`src/rtl/tach_pkg.sv`:
```
package tach_pkg;
  localparam int HALL_BITS     = 3;
  localparam int CNT_BITS      = 16;
  localparam int SYNC_DEPTH    = 2;
  localparam int CLK_MHZ       = 100;
  localparam int PULSE_NS      = 105000;
  localparam int DEFAULT_WIDTH = (PULSE_NS * CLK_MHZ) / 1000;
endpackage

```
`src/rtl/hall_sync.sv`:
```
module hall_sync #(
  parameter int N_BITS = 3,
  parameter int STAGES = 2
) (
  input  logic              clk,
  input  logic [N_BITS-1:0] async_i,
  output logic [N_BITS-1:0] sync_o
);
  for (genvar b = 0; b < N_BITS; b++) begin : g_bit
    logic [STAGES-1:0] chain;
    always_ff @(posedge clk) begin
      chain <= {chain[STAGES-2:0], async_i[b]};
    end
    assign sync_o[b] = chain[STAGES-1];
  end
endmodule

```
`src/rtl/hall_edge_det.sv`:
```
module hall_edge_det #(
  parameter int N_BITS = 3
) (
  input  logic              clk,
  input  logic              rst,
  input  logic [N_BITS-1:0] sync_i,
  output logic              edge_o
);
  logic [N_BITS-1:0] hist;

  always_ff @(posedge clk) begin
    if (rst) begin
      hist   <= sync_i;
      edge_o <= 1'b0;
    end else begin
      hist   <= sync_i;
      edge_o <= |(sync_i ^ hist);
    end
  end
endmodule

```
`src/rtl/tach_oneshot.sv`:
```
module tach_oneshot #(
  parameter int CNT_W = 16
) (
  input  logic             clk,
  input  logic             rst,
  input  logic             trig_i,
  input  logic [CNT_W-1:0] width_i,
  output logic             pulse_o
);
  localparam logic [CNT_W-1:0] ONE  = CNT_W'(1);
  localparam logic [CNT_W-1:0] ZERO = '0;

  logic [CNT_W-1:0] remain;

  always_ff @(posedge clk) begin
    if (rst) begin
      pulse_o <= 1'b0;
      remain  <= ZERO;
    end else if (!pulse_o) begin
      if (trig_i && (width_i != ZERO)) begin
        pulse_o <= 1'b1;
        remain  <= width_i - ONE;
      end
    end else if (remain == ZERO) begin
      pulse_o <= 1'b0;
    end else begin
      remain <= remain - ONE;
    end
  end

  // a pulse only begins after a detected sensor change with a nonzero width
  assert_rise_from_edge_R1: assert property (@(posedge clk) disable iff (rst)
    $rose(pulse_o) |-> ($past(trig_i) && ($past(width_i) != ZERO)));

  // an active pulse with time left is never cut short or restarted
  assert_hold_while_busy_R4: assert property (@(posedge clk) disable iff (rst)
    (pulse_o && (remain != ZERO)) |=> pulse_o);

  // a pulse ends only once its count has run out
  assert_end_on_count_R2: assert property (@(posedge clk) disable iff (rst)
    $fell(pulse_o) |-> ($past(remain) == ZERO));

  // a zero width keeps the line low
  assert_zero_width_quiet_R5: assert property (@(posedge clk) disable iff (rst)
    (!pulse_o && (width_i == ZERO)) |=> !pulse_o);
endmodule

```
`src/rtl/hall_tach_top.sv`:
```
module hall_tach_top #(
  parameter int N_HALL = tach_pkg::HALL_BITS,
  parameter int CNT_W  = tach_pkg::CNT_BITS,
  parameter int STAGES = tach_pkg::SYNC_DEPTH
) (
  input  logic              clk,
  input  logic              rst,
  input  logic [N_HALL-1:0] hall_in,
  input  logic [CNT_W-1:0]  pulse_width,
  output logic              tach_out
);
  logic [N_HALL-1:0] hall_s;
  logic              change;

  hall_sync #(.N_BITS(N_HALL), .STAGES(STAGES)) u_sync (
    .clk    (clk),
    .async_i(hall_in),
    .sync_o (hall_s)
  );

  hall_edge_det #(.N_BITS(N_HALL)) u_edge (
    .clk   (clk),
    .rst   (rst),
    .sync_i(hall_s),
    .edge_o(change)
  );

  tach_oneshot #(.CNT_W(CNT_W)) u_shot (
    .clk    (clk),
    .rst    (rst),
    .trig_i (change),
    .width_i(pulse_width),
    .pulse_o(tach_out)
  );
endmodule

```
`config.mk`:
```
export PLATFORM = sky130hd
export DESIGN_NAME = hall_tach_top
export DESIGN_NICKNAME = d
export VERILOG_FILES = /design/src/rtl/tach_pkg.sv /design/src/rtl/hall_sync.sv /design/src/rtl/hall_edge_det.sv /design/src/rtl/tach_oneshot.sv /design/src/rtl/hall_tach_top.sv
export SDC_FILE = /design/constraint.sdc
export NUM_CORES = 1
export LEC_CHECK = 0
export BUFFER_PORTS_ARGS = -buffer_cell sky130_fd_sc_hd__buf_4
export CAP_MARGIN = 20
export CORE_MARGIN = 4
export CORE_UTILIZATION = 50
export DETAILED_ROUTE_END_ITERATION = 10
export GPL_ROUTABILITY_DRIVEN = 0
export PLACE_DENSITY_LB_ADDON = 0.25
export REMOVE_ABC_BUFFERS = 1
export SETUP_SLACK_MARGIN = 0.05
export SLEW_MARGIN = 20
export SYNTH_ARGS = -nofsm -noshare
export SYNTH_HDL_FRONTEND = slang
export SYNTH_SLANG_ARGS = --single-unit
```
`constraint.sdc`:
```
create_clock -name clk -period 3.7 [get_ports clk]
set_clock_uncertainty 0.05 [all_clocks]
set_input_delay 0.74 -clock clk [delete_from_list [all_inputs] [get_ports clk]]
set_output_delay 0.74 -clock clk [all_outputs]
set_load 0.01 [all_outputs]
```
==> results of run 1 <==
[synth_stat cells, types with 4 or more instances]
library cell and count:
nor2_1 20, a21oi_1 11, nor3_1 9, mux2i_1 6, nand3_1 8, or3_1 5, buf_2 5, xnor2_1 4
inv_1 6, dfxtp_1 27, nor3b_1 4, nand2_1 18, o2111ai_1 4, o21ai_0 9, a31oi_1 5, nor4_1 8
[per-layer routing]
layer | GRT usage [%] | vias up | part of all wire, %
met5 | 0 | - | 0
met3 | 3.12 | 6 | 7.8
li1 | - | 798 | -
met1 | 32.3 | 764 | 44
met2 | 34.8 | 88 | 47
met4 | 6.33 | 0 | 1.0
[worst register-to-register path, delay by kind of cell (launching register included)]
kind / cells / cell delay, ns
compound gates: 4 / 1.08
flops: 1 / 0.85
simple gates: 2 / 0.73
[metrics by stage]
| stage | utilization [%] | cell area [µm²] |
|---|---|---|
| floorplan | - | 1550 |
| global placement | 58.2 | 1780 |
| detailed placement | 58.2 | 1780 |
| CTS | 59.1 | 1810 |
| global route | 59.1 | 1810 |
| finish | 59.1 | 1810 |
[layout make-up]
cell class | instances | area share (%)
Inverter | 6 | 1.25
Multi-Input combinational cell | 159 | 54.5
Clock buffer | 3 | 1.25
Clock inverter | 1 | 0.416
Tap cell | 44 | 3.05
Sequential cell | 27 | 29.9
Timing Repair Buffer | 23 | 9.56
[worst min-delay path by stage]
stage / end / slack (ns) / from / depth (start not counted)
after global routing: u_sync.g_bit[2].chain[1] / 0.31 / u_sync.g_bit[2].chain[0] / 0
after detailed placement: u_sync.g_bit[2].chain[1] / 0.26 / u_sync.g_bit[2].chain[0] / 0
after CTS: u_sync.g_bit[2].chain[1] / 0.30 / u_sync.g_bit[2].chain[0] / 0
after floorplan: u_sync.g_bit[0].chain[1] / 0.26 / u_sync.g_bit[0].chain[0] / 0
after global placement: u_sync.g_bit[2].chain[1] / 0.26 / u_sync.g_bit[2].chain[0] / 0
final: u_sync.g_bit[2].chain[1] / 0.29 / u_sync.g_bit[2].chain[0] / 0
[state kept, by name, summed over array words and instances, names as in the netlist]
register            flops
u_edge.edge_o           1
u_edge.hist             3
u_shot.pulse_o          1
u_shot.remain          16
u_sync.g_bit.chain      6
[power by group]
group / switching [mW] / internal [mW]
Combinational: 0.119 / 0.0910
Sequential: 0.0364 / 0.319
Clock: 0.0895 / 0.0413
Total: 0.245 / 0.451
[kinds of logic (layout without fill, tap and decap cells)]
family / count (synthesis) / after routing / synth area share (%)
adder cells (fa/ha/maj): 1 / 1 / 0.782
flip-flops: 27 / 27 / 33.8
multiplexers: 7 / 7 / 4.46
XOR/XNOR: 4 / 4 / 2.19
AND/OR/NAND/NOR: 92 / 92 / 30.6
AO/OA/AOI/OAI: 55 / 55 / 23.6
buffers and inverters: 16 / 33 / 4.62
==> results.yml, run 1 <==
status:
  outcome: "finished clean"
sta:
  relSlewSlack_pct: 48.7
  hold_viol_final: 0
  worst_pin_slew_ns: 0.769
  post-route-min-period_ns: 2.77
  grt_setup_unrepaired: "no"
  finalSetupTns_ns: 0
  setup_viol: 0
  fin_crit_sh_pct: 74.9
  holdWs_ns: 0.294
  setup_ws_ns: 0.927
  drv_slew: 0
  fmax_mhz: 361
pwr:
  max-vdd-ir-drop_mv: 0.242
  p_total_uw: 696
  p_leak_nw: 0.689
  power_density_mw_per_mm2: 385
cells_and_area:
  layout_common_cells: "27 x dfxtp_1, 23 x buf_4, 20 x nor2_1"
  area_growth_pct: 12.9
  fill_cells: 291
  antennaDiodeCount: 0
  nets: 242
  multi_input_area_um2: 985
  regArea_um2: 541
  instances_no_fill: 263
  layout_commonest_cell: "dfxtp_1"
  drive_gt1_share_pct: 14.2
drt:
  first_iter_violations: 177
  finalWirelength_um: 4490
  via_per_inst: 6.30
  wl_per_cell_um: 17.1
  vias: 1656
  drcViolationCount: 0
  ant_nets: 0
  first_pass_iters: 5
worst_setup_path:
  critPathCaptureType: "flop"
  crit_chain: "or3b_1 > a222oi_1 > nand2_1 > o31a_1 > o21ai_1 > a21oi_1"
  worst-r2r-cell-count: 6
  cp.arrival_ns: 2.96
  setup.worst_path.start: "u_shot.pulse_o"
  cpMaxStageDelayCell: "dfxtp_1"
  crit_type: "reg -> reg"
  start_kind: "flop"
  crit_cells: 6
  r2r-start: "u_shot.pulse_o"
  crit_fanout: 23
  crit_family: "compound AO/OA/AOI/OAI gates"
  reg2reg_slack_ns: 0.93
  required_ns: 3.89
  r2r_end: "u_shot.remain[13]"
  critPathCapture: "u_shot.remain[13]"
  max_stage_delay_ns: 0.85
  crit_buf_inv: 0
logic_synthesis:
  synth_ff_type: "dfxtp_1"
  syn_inst: 202
  ys_ff_latch: 27
  synth-edff-count: 0
  synthArstFlopShare_pct: 0
  synth_cell_types: 49
  synthesis.area_mm2: 0.00160
  yosys.area.top_type: "dfxtp_1"
  synth_area_leaders: "dfxtp_1 34%, nor2_1 4.7%, nand2_1 4.2%, mux2i_1 3.8%, a21oi_1 3.4%"
  syn_area_per_cell_um2: 7.92
  yosysWarnings: 0
  synth_top_area_share_pct: 33.8
  ys_seq_area_share_pct: 33.8
clocking:
  cts.sinks: 27
  cts-resized-gates: 0
  root_buffer: "clkbuf_4"
  h-tree-depth: 1
  post_cts_buffers: 0
  postCtsHoldBufs: 0
  cts_buffers: 3
  clock_path_buffers: 2
  cts_tree: "done"
  clk_pin_slew_worst_paths_ns: 0.16
  insertion_delay_ns: 0.33
global_routing:
  overflow: 0
  grt_usage_pct: 22.4
  grt_pass1_wl_um: 7620
  grt_pass1_vias: 1598
  grt_max_degree: 24
  antenna_found_initial: 0
placed_design:
  placed_cells: 259
  portBuffers: 21
  dp_hpwl_um: 3320
  dp_slack_ns: 0.924
floorplanning:
  die_h_um: 64.6
  core.rowCount: 20
  initial_core_util_pct: 52.4
  core-area_mm2: 0.00305
  die_area_mm2: 0.00417
  ios: 22
  chipWidth_um: 64.6
flow_run:
  maxCapViolCount: 0
hold_path:
  hold_path_class: "reg -> reg"
(Power assumes the default switching activity.)
==> inputs of run 2 (changes only) <==
==> constraint.sdc (replaced) <==
create_clock -name clk -period 2.24 [get_ports clk]
set_clock_uncertainty 0.05 [all_clocks]
set_input_delay 0.448 -clock clk [delete_from_list [all_inputs] [get_ports clk]]
set_output_delay 0.448 -clock clk [all_outputs]
set_load 0.01 [all_outputs]
==> run 2 against run 1 <==
  * Worst setup slack worse by 0.83 ns
  * Sequential share of layout area shrank 3.4 points
  * Sequential power rose by 62%
  * Final area increased by 13%
  * Clock power is 73% higher
  * Critical path depth is 1 higher
  * Via count increased by 8.9%
  * Critical path type unchanged
  * Combinational power grew 110%
  * Core utilization rose by 8.0 points
  * Fmax rose by 30%
  * Sequential cell count unchanged
  * Largest cell class unchanged
  * Highest routed layer unchanged
  * Wire length grew 7.4%
==> results.yml, run 2 (synthesized netlist as in run 1, its figures left out) <==
worst_setup_path:
  crit_family: "compound AO/OA/AOI/OAI gates"
  cpMaxStageDelayCell: "dfxtp_4"
  max_stage_delay_ns: 0.41
  crit_fanout: 12
  start_kind: "flop"
  r2r-start: "u_shot.pulse_o"
  cp.arrival_ns: 2.33
  crit_type: "reg -> reg"
  setup.worst_path.start: "u_shot.pulse_o"
  critPathCaptureType: "flop"
  crit_chain: "buf_6 > or3_4 > a222oi_1 > nand2_2 > o31a_1 > o21ai_1 > a21oi_1"
  required_ns: 2.43
  crit_buf_inv: 1
sta:
  holdWs_ns: 0.146
  drv_slew: 0
  hold_viol_final: 0
  post-route-min-period_ns: 2.14
  fmax_mhz: 467
  setup_viol: 0
  finalSetupTns_ns: 0
  setup_ws_ns: 0.0999
  fin_crit_sh_pct: 95.5
  worst_pin_slew_ns: 0.390
  relSlewSlack_pct: 73.3
  grt_setup_unrepaired: "yes"
clocking:
  root_buffer: "clkbuf_4"
  h-tree-depth: 1
  clock_path_buffers: 2
  cts_buffers: 3
  postCtsHoldBufs: 0
  cts_tree: "done"
  cts.sinks: 27
  insertion_delay_ns: 0.34
  clk_pin_slew_worst_paths_ns: 0.16
cells_and_area:
  antennaDiodeCount: 0
  area_growth_pct: 28.1
  regMostFlops: "u_shot.remain"
  nets: 269
  largest_reg_flops: 16
  fill_cells: 259
  largestRegisters: "u_shot.remain (16), u_sync.g_bit.chain (6), u_edge.hist (3)"
  layout_common_cells: "48 x buf_4, 26 x dfxtp_1, 18 x nor2_1"
  layout_commonest_cell: "buf_4"
  drive_gt1_share_pct: 26.8
global_routing:
  grt_usage_pct: 23.9
  grt_pass1_vias: 1685
  antenna_found_initial: 0
  grt_max_degree: 25
  grt_pass1_wl_um: 7940
  overflow: 0
floorplanning:
  die_area_mm2: 0.00417
  initial_core_util_pct: 52.4
  chipWidth_um: 64.6
  core-area_mm2: 0.00305
  ios: 22
  die_h_um: 64.6
  core.rowCount: 20
placed_design:
  dp_hpwl_um: 3660
  dp_slack_ns: -0.0282
  portBuffers: 21
drt:
  via_per_inst: 6.22
  vias: 1803
  wl_per_cell_um: 16.6
  first_iter_violations: 195
  first_pass_iters: 5
  drcViolationCount: 0
  finalWirelength_um: 4830
  ant_nets: 0
hold_path:
  hp-start: "hall_in[0]"
  hold_path_class: "in -> reg"
pwr:
  p_leak_nw: 0.834
  power_density_mw_per_mm2: 608
  p_seq_share_pct: 46.3
  clockPowerShare_pct: 18.2
  power_frac_comb_pct: 35.5
  max-vdd-ir-drop_mv: 0.398
  netSwitchingFraction_pct: 35.2
  p_sw_uw: 438
  internal_power_uw: 807
flow_run:
  maxCapViolCount: 0
status:
  outcome: "finished clean"
## run 2: changes by cell type in the layout (fill, tap and decap cells not counted), sizes merged
cell and change:
buf +27
## run 2: what timing repair did
action,4_1_cts,5_1_grt
setup endpoints to repair,9,10
pin swaps,2,3
buffers inserted,1,0
resized for setup,1,13
## run 2: per-stage QoR
step | utilization (%) | std cells | area (µm²) | total power [mW]
after floorplan | - | 192 | 1550 | 0.805
after global placement | 64.5 | 285 | 1970 | 0.981
after detailed placement | 64.5 | 285 | 1970 | 1.00
after CTS | 65.8 | 290 | 2010 | 1.22
after global routing | 67.1 | 290 | 2050 | 1.32
final | 67.1 | 290 | 2050 | 1.25
## run 2: final cells by class
cell class	instances	area (µm²)	area share, %
flip-flops and latches	27	544	26.6
clock buffers	3	22.5	1.10
well taps	44	55.1	2.69
repair buffers	50	383	18.7
inverters	6	22.5	1.10
clock inverters	1	7.51	0.367
multi-input cells	159	1010	49.5
## run 2: worst paths after layout
path              slack, ns  cells past startpoint                        to
setup / recovery        0.1                      7         u_shot.remain[13]
hold / removal         0.15                      1  u_sync.g_bit[0].chain[0]
setup reg to reg        0.1                      7         u_shot.remain[13]
hold reg to reg        0.29                      0  u_sync.g_bit[1].chain[1]
## run 2: metal layers
layer	track usage (%)	vias up	wire (µm)
li1	-	857	-
met1	32.2	828	2000
met2	38.9	95	2250
met3	3.12	23	385
met4	8.97	0	194
met5	0	-	0
## run 2: power by group through the flow
| stage | Sequential (mW) | Combinational [mW] | Clock (mW) |
|---|---|---|---|
| after floorplan | 0.582 | 0.223 | 0 |
| after global placement | 0.581 | 0.400 | 0 |
| after detailed placement | 0.584 | 0.416 | 0 |
| after CTS | 0.574 | 0.419 | 0.232 |
| after global routing | 0.584 | 0.481 | 0.253 |
| final | 0.576 | 0.442 | 0.227 |
